<file path="src/rtl/secu_pkg.sv">
package secu_pkg;

  typedef enum logic {
    ST_LOCKED = 1'b0,
    ST_OPEN   = 1'b1
  } lock_e;

  typedef struct packed {
    logic unlocked;
    logic dbg_en;
    logic ext_boot_en;
    logic rom_only;
  } grant_t;

  function automatic grant_t grant_of(lock_e st);
    grant_t g;
    g.unlocked    = (st == ST_OPEN);
    g.dbg_en      = (st == ST_OPEN);
    g.ext_boot_en = (st == ST_OPEN);
    g.rom_only    = (st == ST_LOCKED);
    return g;
  endfunction

endpackage

</file>
<file path="src/rtl/secu_key_shifter.sv">
module secu_key_shifter #(
  parameter int KEY_W = 64
) (
  input  logic             clk,
  input  logic             rst,
  input  logic             shift_en,
  input  logic             update_en,
  input  logic             din,
  output logic [KEY_W-1:0] key_q
);

  // Update has priority and wipes the register; new bits enter at the MSB
  // so the first bit of a full key settles in bit 0.
  always_ff @(posedge clk) begin
    if (rst) begin
      key_q <= '0;
    end else if (update_en) begin
      key_q <= '0;
    end else if (shift_en) begin
      key_q <= {din, key_q[KEY_W-1:1]};
    end
  end

endmodule

</file>
<file path="src/rtl/secu_key_match.sv">
module secu_key_match #(
  parameter int               KEY_W    = 64,
  parameter int               LANE_W   = 16,
  parameter logic [KEY_W-1:0] USER_KEY = '0
) (
  input  logic [KEY_W-1:0] key_i,
  output logic             match_o
);

  localparam int N_LANES = (KEY_W + LANE_W - 1) / LANE_W;
  localparam int PAD_W   = N_LANES * LANE_W;

  logic [PAD_W-1:0]   key_pad;
  logic [PAD_W-1:0]   ref_pad;
  logic [N_LANES-1:0] lane_eq;

  assign key_pad = PAD_W'(key_i);
  assign ref_pad = PAD_W'(USER_KEY);

  // Split the wide compare into lanes to keep each reduction shallow.
  for (genvar i = 0; i < N_LANES; i++) begin : g_lane
    assign lane_eq[i] = (key_pad[i*LANE_W +: LANE_W] == ref_pad[i*LANE_W +: LANE_W]);
  end

  assign match_o = &lane_eq;

endmodule

</file>
<file path="src/rtl/secu_lock_ctrl.sv">
module secu_lock_ctrl
  import secu_pkg::*;
#(
  parameter bit SEC_EN = 1'b1
) (
  input  logic   clk,
  input  logic   rst,
  input  logic   update_en,
  input  logic   match_i,
  output grant_t grant_o
);

  localparam lock_e RST_STATE = SEC_EN ? ST_LOCKED : ST_OPEN;

  lock_e state_q;
  lock_e state_nxt;

  if (SEC_EN) begin : g_secure
    always_comb begin
      state_nxt = state_q;
      if (update_en && match_i) begin
        state_nxt = ST_OPEN;
      end
    end
  end else begin : g_bypass
    always_comb begin
      state_nxt = ST_OPEN;
    end
  end

  // Grants are registered from the next state so they move with the state flop.
  always_ff @(posedge clk) begin
    if (rst) begin
      state_q <= RST_STATE;
      grant_o <= grant_of(RST_STATE);
    end else begin
      state_q <= state_nxt;
      grant_o <= grant_of(state_nxt);
    end
  end

endmodule

</file>
<file path="src/rtl/secu_unlock.sv">
module secu_unlock
  import secu_pkg::*;
#(
  parameter int               KEY_W    = 64,
  parameter logic [KEY_W-1:0] USER_KEY = 64'hC3A5_1F70_9E42_D6B8,
  parameter bit               SEC_EN   = 1'b1
) (
  input  logic clk,
  input  logic rst,
  input  logic jtag_shift,
  input  logic jtag_tdi,
  input  logic jtag_update,
  output logic unlocked_o,
  output logic dbg_en_o,
  output logic ext_boot_en_o,
  output logic rom_only_o
);

  logic [KEY_W-1:0] key_q;
  logic             key_match;
  grant_t           grant;

  secu_key_shifter #(.KEY_W(KEY_W)) u_shift (
    .clk       (clk),
    .rst       (rst),
    .shift_en  (jtag_shift),
    .update_en (jtag_update),
    .din       (jtag_tdi),
    .key_q     (key_q)
  );

  secu_key_match #(.KEY_W(KEY_W), .LANE_W(16), .USER_KEY(USER_KEY)) u_match (
    .key_i   (key_q),
    .match_o (key_match)
  );

  secu_lock_ctrl #(.SEC_EN(SEC_EN)) u_lock (
    .clk       (clk),
    .rst       (rst),
    .update_en (jtag_update),
    .match_i   (key_match),
    .grant_o   (grant)
  );

  assign unlocked_o    = grant.unlocked;
  assign dbg_en_o      = grant.dbg_en;
  assign ext_boot_en_o = grant.ext_boot_en;
  assign rom_only_o    = grant.rom_only;

endmodule

</file>
<file path="config.mk">
export PLATFORM = sky130hd
export DESIGN_NAME = secu_unlock
export DESIGN_NICKNAME = d
export VERILOG_FILES = /design/src/rtl/secu_pkg.sv /design/src/rtl/secu_key_shifter.sv /design/src/rtl/secu_key_match.sv /design/src/rtl/secu_lock_ctrl.sv /design/src/rtl/secu_unlock.sv
export SDC_FILE = /design/constraint.sdc
export NUM_CORES = 1
export LEC_CHECK = 0
export BUFFER_PORTS_ARGS = -buffer_cell sky130_fd_sc_hd__buf_2
export CAP_MARGIN = 5
export CORE_ASPECT_RATIO = 1.2
export CORE_MARGIN = 4
export CORE_UTILIZATION = 40
export CTS_CLUSTER_DIAMETER = 100
export DETAILED_ROUTE_END_ITERATION = 8
export GPL_ROUTABILITY_DRIVEN = 1
export GPL_TIMING_DRIVEN = 0
export PLACE_DENSITY_LB_ADDON = 0.12
export SKIP_CTS_REPAIR_TIMING = 1
export SKIP_LAST_GASP = 1
export SYNTH_ARGS = -nofsm -noshare
export SYNTH_HDL_FRONTEND = slang
export SYNTH_SLANG_ARGS = --single-unit
</file>
<file path="constraint.sdc">
create_clock -name clk -period 1.6 [get_ports clk]
set_input_delay 0.24 -clock clk [delete_from_list [all_inputs] [get_ports clk]]
set_output_delay 0.24 -clock clk [all_outputs]
set_load 0.05 [all_outputs]
</file>
==> summary.txt, run 1 <==
Outcome
  • Status: finished with violations
  • Failing checks: negative setup slack

STA
  • Tightest Pin Transition: 628.0 ps
  • Final worst path period need: 1791 ps
  • Part of the cycle the worst path needs: 1.120
  • Final count of hold timing violations: 0
  • Slew headroom: 0.5813
  • Hold slack: 148.0 ps
  • Setup Skew: 11.87 ps
  • Unrepaired setup endpoints after global routing: yes
  • Worst setup margin: -191.2 ps
  • Fmax achieved: 558.3 MHz
  • Final Max Slew Viols: 0
  • Final setup viols: 2
  • Fin Setup TNS: -283.6 ps

Worst setup path
  • WS Path Type: reg2reg
  • CP startpoint: u_shift.key_q[18]
  • Worst Path Arrival: 2010 ps
  • Worst Path Max Fanout: 3
  • FF-to-FF Start: u_shift.key_q[18]
  • CP startpoint kind: flip-flop
  • Endpoint class of the critical path: flip-flop
  • Reg2Reg Depth: 3
  • Worst Path Required: 1820 ps

Logic synthesis
  • Area leader, netlist: dfxtp_1
  • Top cells by area, synth: dfxtp_1 53%, mux2i_1 26%, nor2_1 9.8%
  • #FFs+latches synth: 66
  • Netlist Area Pre-Place: 2486 sq um
  • Post-Syn Instances: 238
  • Synthesized Nets: 243
  • Yosys top cell area share: 0.5315
  • Sequential area share after synthesis: 0.5315
  • Synth warnings: 0
  • Synth cell types: 22
  • Mean cell area of the mapped netlist: 10.45 sq um

Drt
  • DR pass1 iterations: 4
  • Drt via density: 4.755
  • Total Routed Length: 4.271 mm
  • Detail Route Antenna Nets: 0
  • Vias: 1631
  • DRC: 0
  • DR iter-0 viols: 44
  • WL per Instance: 12.45 microns

Floorplan
  • Die W: 79.97 microns
  • Height of the die: 94.36 microns
  • Core area: 6051 sq um
  • Starting density of the core: 0.4109
  • Cell Rows: 31
  • I/O pin cnt: 9
  • Full die area: 7546 sq um

Layout
  • Share of cells above drive strength 1: 0.1533
  • Final instance area: 2873 sq um
  • Area grow syn2layout: 15.55%
  • # nets final: 261
  • N_diodes: 0
  • Fillers: 587

GRT
  • First-pass GRT wire length: 7.327 mm
  • Total gr overflow: 0
  • Initial antenna violation count: 0
  • GRT Resource Usage Total: 0.1260
  • Vias in the first global route: 1609
  • Largest net degree at the start of global routing: 12

Place
  • Final GP Congestion: 0.7064
  • Port bufs: 7
  • Placed inst area: 2624 sq um
  • Hpwl dp: 2.859 mm

Power
  • Pleak: 0.001147 uW
  • Worst IR Drop VDD: 0.5009 mV
  • Power Dens Cells: 1100 nW/um^2

Worst hold path
  • Hold_sp: jtag_tdi
  • WHS Path Cells: 3
  • Hold Path Class: in2reg

Clocking
  • Num CTS Buffers: 9
  • CTS root buf: clkbuf_8
  • H-Tree Depth: 3
  • Clock Sinks: 66
  • Clk slew on worst S/H paths: 80 ps
  • Longest Clk Path Bufs: 2
  • Clock latency on the worst-skew pair: 330 ps
  • CTS tree: yes

Job
  • Max_cap viols: 0
through the flow:
step	cells	util	setup slack, ps	power [uW]
2_1_floorplan	238	-	-1.655	1772
3_3_place_gp	327	0.4336	-243.6	1799
3_5_place_dp	327	0.4336	-253.5	1797
4_1_cts	343	0.4673	-277.0	3212
5_1_grt	343	0.4748	-216.4	3270
6_report	343	0.4748	-191.2	3160
flip-flops by register name (all words and copies together), names as in the netlist:
name,cells
u_shift.key_q,64
u_lock.grant_o,2
where the power goes:
part	switching (uW)	internal [uW]	leakage [uW]
combinational	70.2	43.7	0.000509
clock	606	796	0.000105
sequential	0.765	1640	0.000533
total	677	2480	0.00115
synthesized netlist by cell type:
library cell  count
inv_1             1
nor2_1           65
nand4b_1          3
buf_1             2
mux2i_1          64
or4_1             2
nor4bb_1          4
or2_2             1
nand3_1           1
o32a_1            1
nor4b_1           2
nand2_1           2
nand2b_1          1
nand4_1           3
buf_4             2
and4b_1           1
nand4bb_1         1
dfxtp_1          66
buf_2             6
clkbuf_1          6
o32ai_1           1
nor4_1            3
logic make-up (layout without fill, tap and decap cells):
| logic type | Yosys count | in the layout | share of synthesized area |
|---|---|---|---|
| AO/OA/AOI/OAI | 2 | 2 | 0.007550 |
| buffers and inverters | 17 | 40 | 0.03170 |
| flip-flops | 66 | 66 | 0.5315 |
| multiplexers | 64 | 64 | 0.2577 |
| AND/OR/NAND/NOR | 89 | 89 | 0.1716 |
cells in the final DEF (no fill, tap or decap), drive strengths merged, types with 3 or more instances in the layout:
master and n:
nor4bb 4, clkinv 3, nand4b 3, clkbuf 17, mux2i 64, nor4 3, nor2 65, buf 17
nand4 3, dfxtp 66
path summary, 6_finish.rpt:
path,to,slack [ps]
worst max register to register,u_lock.grant_o[0],-190
worst min-delay path,u_shift.key_q[63],150
worst min register to register,u_shift.key_q[16],510
worst max-delay path,u_lock.grant_o[0],-190
routing by layer:
metal | GRT usage | vias up | routed length (microns)
li1 | - | 851 | -
met1 | 0.1561 | 755 | 2081
met2 | 0.1975 | 17 | 1975
met3 | 0.02958 | 8 | 121
met4 | 0.07606 | 0 | 91
met5 | 0 | - | 0
area by class of cell:
class,instances,area (sq um),share of cell area
well taps,82,102.6,0.03571
clock buffers,11,151.4,0.05270
flip-flops and latches,66,1326,0.4617
repair buffers,7,35.03,0.01220
clock inverters,5,52.55,0.01829
inverters,1,3.754,0.001307
multi-input cells,155,1126,0.3920
plain buffers,16,75.07,0.02613
critical path, cell delays in order, from the launching register on:
cell	delay, ps
dfxtp_2	330
or4_1	500
or4_4	550
o32a_1	290
Note: power is estimated with default switching activity, not from simulation.
==> inputs of run 2 (changes only) <==
--- a/config.mk
+++ b/config.mk
@@ -8,7 +8,7 @@
 export BUFFER_PORTS_ARGS = -buffer_cell sky130_fd_sc_hd__buf_2
 export CAP_MARGIN = 5
 export CORE_ASPECT_RATIO = 1.2
-export CORE_MARGIN = 4
+export CORE_MARGIN = 2
 export CORE_UTILIZATION = 40
 export CTS_CLUSTER_DIAMETER = 100
 export DETAILED_ROUTE_END_ITERATION = 8
==> run 2 against run 1 <==
Compared with the run above:
- the run still ends with negative setup slack left
- sequential cell count did not move
- sequential share of layout area rose by 0.34 points
- via count rose by 0.74%
- maximum frequency fell by 1.4%
- cell area fell by 0.83%
- critical path type unchanged
- largest cell class unchanged
- largest power group unchanged
- highest routed layer unchanged
==> summary.txt, run 2 (synthesized netlist as in run 1, its figures left out) <==
Outcome
  • Status: finished with violations (unchanged)
  • Failing checks: negative setup slack (unchanged)

STA
  • Final setup viols: 2 (unchanged)
  • Worst setup margin: -217.3 ps (was -191.2 ps)
  • Setup Skew: 10.12 ps (was 11.87 ps)
  • Hold slack: 134.8 ps (was 148.0 ps)
  • Unrepaired setup endpoints after global routing: yes (unchanged)
  • Final count of hold timing violations: 0 (unchanged)
  • Tightest Pin Transition: 595.9 ps (was 628.0 ps)
  • Fmax achieved: 550.3 MHz (was 558.3 MHz)
  • Part of the cycle the worst path needs: 1.136 (was 1.120)
  • Final worst path period need: 1817 ps (was 1791 ps)
  • Final Max Slew Viols: 0 (unchanged)
  • Slew headroom: 0.6027 (was 0.5813)
  • Fin Setup TNS: -331.1 ps (was -283.6 ps)

Worst setup path
  • Worst Path Max Fanout: 3 (unchanged)
  • Reg2Reg Depth: 3 (unchanged)
  • CP startpoint kind: flip-flop (unchanged)
  • FF-to-FF Start: u_shift.key_q[20] (was u_shift.key_q[18])
  • Worst Path Required: 1820 ps (about the same)
  • R2r setup slk: -220 ps (was -190 ps)
  • WS Path Type: reg2reg (unchanged)
  • Reg2reg end: u_lock.grant_o[0] (unchanged)
  • Worst Path Arrival: 2040 ps (was 2010 ps)
  • Endpoint class of the critical path: flip-flop (unchanged)

Place
  • Final GP Congestion: 0.7004 (was 0.7064)
  • Hpwl dp: 2.799 mm (was 2.859 mm)
  • Port bufs: 7 (unchanged)

Floorplan
  • I/O pin cnt: 9 (unchanged)
  • Cell Rows: 31 (unchanged)
  • Height of the die: 90.36 microns (was 94.36 microns)
  • Die W: 75.97 microns (was 79.97 microns)
  • Starting density of the core: 0.4135 (was 0.4109)
  • Core area: 6012 sq um (was 6051 sq um)
  • Full die area: 6865 sq um (was 7546 sq um)

Clocking
  • CTS tree: yes (unchanged)
  • Clk slew on worst S/H paths: 70 ps (was 80 ps)
  • CTS root buf: clkbuf_8 (unchanged)
  • Clock Sinks: 66 (unchanged)
  • Num CTS Buffers: 9 (unchanged)
  • H-Tree Depth: 3 (unchanged)
  • Clock latency on the worst-skew pair: 330 ps (about the same)
  • Longest Clk Path Bufs: 2 (unchanged)

Worst hold path
  • Hold endpoint: u_lock.grant_o[1] (was u_shift.key_q[63])
  • Hold_sp: rst (was jtag_tdi)
  • WHS Path Cells: 2 (was 3)
  • Hold Path Class: in2reg (unchanged)

Drt
  • Drt via density: 4.790 (was 4.755)
  • DR pass1 iterations: 4 (unchanged)
  • WL per Instance: 12.25 microns (was 12.45 microns)
  • DRC: 0 (unchanged)
  • DR iter-0 viols: 82 (was 44)
  • Vias: 1643 (was 1631)
  • Detail Route Antenna Nets: 0 (unchanged)
  • Total Routed Length: 4.202 mm (was 4.271 mm)

Layout
  • # nets final: 261 (unchanged)
  • Top Registers: u_shift.key_q: 64 flops, u_lock.grant_o: 2 flops (unchanged)
  • Commonest non-fill, non-tap cell in the layout: nor2_1 (unchanged)
  • Area grow syn2layout: 14.59% (was 15.55%)
  • Largest register FFs: 64 (unchanged)
  • N_diodes: 0 (unchanged)
  • Util after Layout: 0.4739 (was 0.4748)
  • Share of cells above drive strength 1: 0.1494 (was 0.1533)
  • Most frequent cells in the layout: 65 x nor2_1, 64 x mux2i_1, 63 x dfxtp_1 (was 65 x nor2_1, 64 x mux2i_1, 62 x dfxtp_1)
  • Largest register by flop count: u_shift.key_q (unchanged)

Job
  • Max_cap viols: 0 (unchanged)

GRT
  • Vias in the first global route: 1569 (was 1609)
  • Largest net degree at the start of global routing: 12 (unchanged)
  • Initial antenna violation count: 0 (unchanged)
  • GRT Resource Usage Total: 0.1330 (was 0.1260)
  • First-pass GRT wire length: 7.217 mm (was 7.327 mm)
  • Total gr overflow: 0 (unchanged)

Power
  • Power Dens Cells: 1094 nW/um^2 (was 1100 nW/um^2)
  • Worst IR Drop VDD: 0.6086 mV (was 0.5009 mV)
  • Total power: 3116 uW (was 3160 uW)
  • Pleak: 0.001144 uW (was 0.001147 uW)
run 2: cell types whose count changed in the layout (fill, tap and decap cells not counted), sizes merged:
cell,previous run,this run
clkinv,3,4
clkinvlp,1,0
run 2: metrics by stage:
stage,worst slack (ps),cell area (sq um),instances
final,-217.3,2849,343
after global routing,-237.3,2849,343
after CTS,-250.7,2819,343
after detailed placement,-245.2,2624,327
after global placement,-245.0,2624,327
after floorplan,-1.655,2486,238
run 2: worst max path at each step:
stage,slack [ps],end,from
after CTS,-250,u_lock.grant_o[0],u_shift.key_q[54]
after global routing,-240,u_lock.grant_o[0],u_shift.key_q[20]
after floorplan,-2,u_lock.grant_o[0],u_shift.key_q[17]
after global placement,-240,u_lock.grant_o[0],u_shift.key_q[54]
after detailed placement,-250,u_lock.grant_o[0],u_shift.key_q[54]
final,-220,u_lock.grant_o[0],u_shift.key_q[20]
run 2: worst max-delay path, stage by stage (launching register included):
cell     delay [ps]
dfxtp_2         340
or4_4           530
or4_4           550
o32a_1          300
run 2: layer usage:
layer,vias to the layer above,part of all wire,GRT usage
met5,-,0,0
met4,0,0.023,0.08636
met3,11,0.034,0.03500
met2,23,0.45,0.1979
met1,751,0.50,0.1701
li1,858,-,-
run 2: where the power goes:
group | internal (uW) | leakage, uW | switching [uW]
Clock | 757 | 0.000103 | 602
Sequential | 1640 | 0.000533 | 0.735
Combinational | 43.7 | 0.000507 | 70.1
Total | 2440 | 0.00114 | 672
run 2: final cells by class:
cell class | count | area, sq um
Multi-Input combinational cell | 155 | 1112
Fill cell | 589 | 3163
Tap cell | 82 | 102.6
Timing Repair Buffer | 7 | 35.03
Clock buffer | 11 | 141.4
Buffer | 16 | 75.07
Clock inverter | 5 | 53.80
Sequential cell | 66 | 1325
Inverter | 1 | 3.754
==> inputs of run 3 (changes only) <==
--- a/config.mk
+++ b/config.mk
@@ -7,9 +7,9 @@
 export LEC_CHECK = 0
 export BUFFER_PORTS_ARGS = -buffer_cell sky130_fd_sc_hd__buf_2
 export CAP_MARGIN = 5
-export CORE_ASPECT_RATIO = 1.2
+export CORE_ASPECT_RATIO = 1.5
 export CORE_MARGIN = 2
-export CORE_UTILIZATION = 40
+export CORE_UTILIZATION = 54
 export CTS_CLUSTER_DIAMETER = 100
 export DETAILED_ROUTE_END_ITERATION = 8
 export GPL_ROUTABILITY_DRIVEN = 1
==> run 3 against run 2 <==
Compared with the run above:
- the run still ends with negative setup slack left
- register-to-register slack improved by 30 ps
- critical path depth increased by 1
- core utilization increased by 16 points
- cell area decreased by 0.61%
- clock power about the same
- maximum frequency increased by 1.8%
- largest power group unchanged
- highest routed layer unchanged
==> summary.txt, run 3 (synthesized netlist as in run 1, its figures left out) <==
Layout
  • Sequential cell area: 1328 sq um (was 1325 sq um)
  • Multi-input logic area: 1126 sq um (was 1112 sq um)
  • Most frequent cells in the layout: 65 x nor2_1, 64 x mux2i_1, 61 x dfxtp_1 (was 65 x nor2_1, 64 x mux2i_1, 63 x dfxtp_1)
  • Area grow syn2layout: 13.89% (was 14.59%)
  • Fillers: 371 (was 589)
  • # nets final: 261 (unchanged)
  • Top Registers: u_shift.key_q: 64 flops, u_lock.grant_o: 2 flops (unchanged)
  • Share of cells above drive strength 1: 0.1571 (was 0.1494)
  • N_diodes: 0 (unchanged)
  • Largest register FFs: 64 (unchanged)
  • Commonest non-fill, non-tap cell in the layout: nor2_1 (unchanged)
  • Largest register by flop count: u_shift.key_q (unchanged)

STA
  • Tightest Pin Transition: 567.8 ps (was 595.9 ps)
  • Slew headroom: 0.6215 (was 0.6027)
  • Worst setup margin: -185.0 ps (was -217.3 ps)
  • Final count of hold timing violations: 0 (unchanged)
  • Unrepaired setup endpoints after global routing: yes (unchanged)
  • Final worst path period need: 1785 ps (was 1817 ps)
  • Final setup viols: 2 (unchanged)
  • Hold slack: 148.0 ps (was 134.8 ps)
  • Fmax achieved: 560.2 MHz (was 550.3 MHz)
  • Part of the cycle the worst path needs: 1.116 (was 1.136)
  • Final Max Slew Viols: 0 (unchanged)
  • Setup Skew: 9.034 ps (was 10.12 ps)

Outcome
  • Failing checks: negative setup slack (unchanged)
  • Status: finished with violations (unchanged)

Worst setup path
  • Endpoint class of the critical path: flip-flop (unchanged)
  • Worst Path Required: 1810 ps (was 1820 ps)
  • WS Path Type: reg2reg (unchanged)
  • CP startpoint kind: flip-flop (unchanged)
  • Worst Path Arrival: 2000 ps (was 2040 ps)
  • CP startpoint: u_shift.key_q[55] (was u_shift.key_q[20])
  • FF-to-FF Start: u_shift.key_q[55] (was u_shift.key_q[20])
  • Worst Path Max Fanout: 3 (unchanged)

Place
  • Hpwl dp: 2.814 mm (was 2.799 mm)
  • Port bufs: 7 (unchanged)
  • Pre-CTS setup slack: -243.5 ps (was -245.2 ps)
  • Final GP Congestion: 0.7493 (was 0.7004)

Drt
  • Drt via density: 5.317 (was 4.790)
  • Total Routed Length: 4.057 mm (was 4.202 mm)
  • Detail Route Antenna Nets: 0 (unchanged)
  • DRC: 0 (unchanged)
  • DR pass1 iterations: 4 (unchanged)
  • WL per Instance: 13.13 microns (was 12.25 microns)
  • DR iter-0 viols: 63 (was 82)
  • Vias: 1643 (unchanged)

Floorplan
  • Height of the die: 87.10 microns (was 90.36 microns)
  • Full die area: 5174 sq um (was 6865 sq um)
  • Starting density of the core: 0.5566 (was 0.4135)
  • I/O pin cnt: 9 (unchanged)
  • Core area: 4467 sq um (was 6012 sq um)
  • Cell Rows: 30 (was 31)
  • Die W: 59.40 microns (was 75.97 microns)

Clocking
  • Num CTS Buffers: 9 (unchanged)
  • Clk slew on worst S/H paths: 70 ps (about the same)
  • CTS root buf: clkbuf_8 (unchanged)
  • CTS tree: yes (unchanged)
  • Longest Clk Path Bufs: 2 (unchanged)
  • Clock Sinks: 66 (unchanged)
  • Clock latency on the worst-skew pair: 330 ps (about the same)
  • H-Tree Depth: 3 (unchanged)

GRT
  • Vias in the first global route: 1599 (was 1569)
  • Total gr overflow: 0 (unchanged)
  • Initial antenna violation count: 0 (unchanged)
  • Largest net degree at the start of global routing: 12 (unchanged)
  • First-pass GRT wire length: 6.837 mm (was 7.217 mm)
  • GRT Resource Usage Total: 0.1750 (was 0.1330)

Worst hold path
  • Hold Path Class: in2reg (unchanged)
  • Hold_sp: jtag_tdi (was rst)

Power
  • Worst IR Drop VDD: 0.7778 mV (was 0.6086 mV)
  • Power Dens Cells: 1109 nW/um^2 (was 1094 nW/um^2)
  • Pleak: 0.001148 uW (was 0.001144 uW)

Job
  • Max_cap viols: 0 (unchanged)
==> run 3: cell count changes in the layout (fill, tap and decap cells not counted), moves of 2 or more <==
cell | previous run | this run
dfxtp_1 | 63 | 61
dfxtp_2 | 3 | 5
nor4bb_2 | 2 | 0
nor4bb_4 | 0 | 2
==> run 3: stage by stage <==
stage | instances | TNS (ps) | total power [uW] | cell area [sq um] | util
6_report | 309 | -274.8 | 3141 | 2831 | 0.6339
5_1_grt | 309 | -447.7 | 3259 | 2831 | 0.6339
4_1_cts | 309 | -428.9 | 3176 | 2785 | 0.6235
3_5_place_dp | 293 | -398.4 | 1795 | 2581 | 0.5779
3_3_place_gp | 293 | -328.8 | 1795 | 2581 | 0.5779
2_1_floorplan | 238 | -1.655 | 1772 | 2486 | -
==> run 3: where the power goes <==
part	internal, uW	switching (uW)
registers	1640	0.715
logic	43.7	69.5
clock network	796	588
==> run 3: cell type report <==
class | instances | area share
clock inverters | 5 | 0.01856
multi-input cells | 155 | 0.3977
plain buffers | 16 | 0.02651
repair buffers | 7 | 0.01237
well taps | 48 | 0.02121
inverters | 1 | 0.001326
clock buffers | 11 | 0.05347
flip-flops and latches | 66 | 0.4688
==> run 3: critical path: stages, from the launching register on <==
cell      delay, ps
dfxtp_2         350
nor4bb_4        280
nand4_1         180
or4_4           570
o32a_1          290
==> run 3: per-layer routing <==
layer	up-vias	GRT usage	part of all wire
met1	761	0.2134	0.47
met4	0	0.1012	0.021
li1	855	-	-
met2	19	0.2737	0.48
met5	-	0	0
met3	8	0.04458	0.025
==> run 3: worst paths after layout <==
check,slack (ps),endpoint,cells past startpoint
min reg2reg,500,u_shift.key_q[57],2
min,150,u_shift.key_q[63],3
max reg2reg,-180,u_lock.grant_o[0],4
max,-180,u_lock.grant_o[0],4
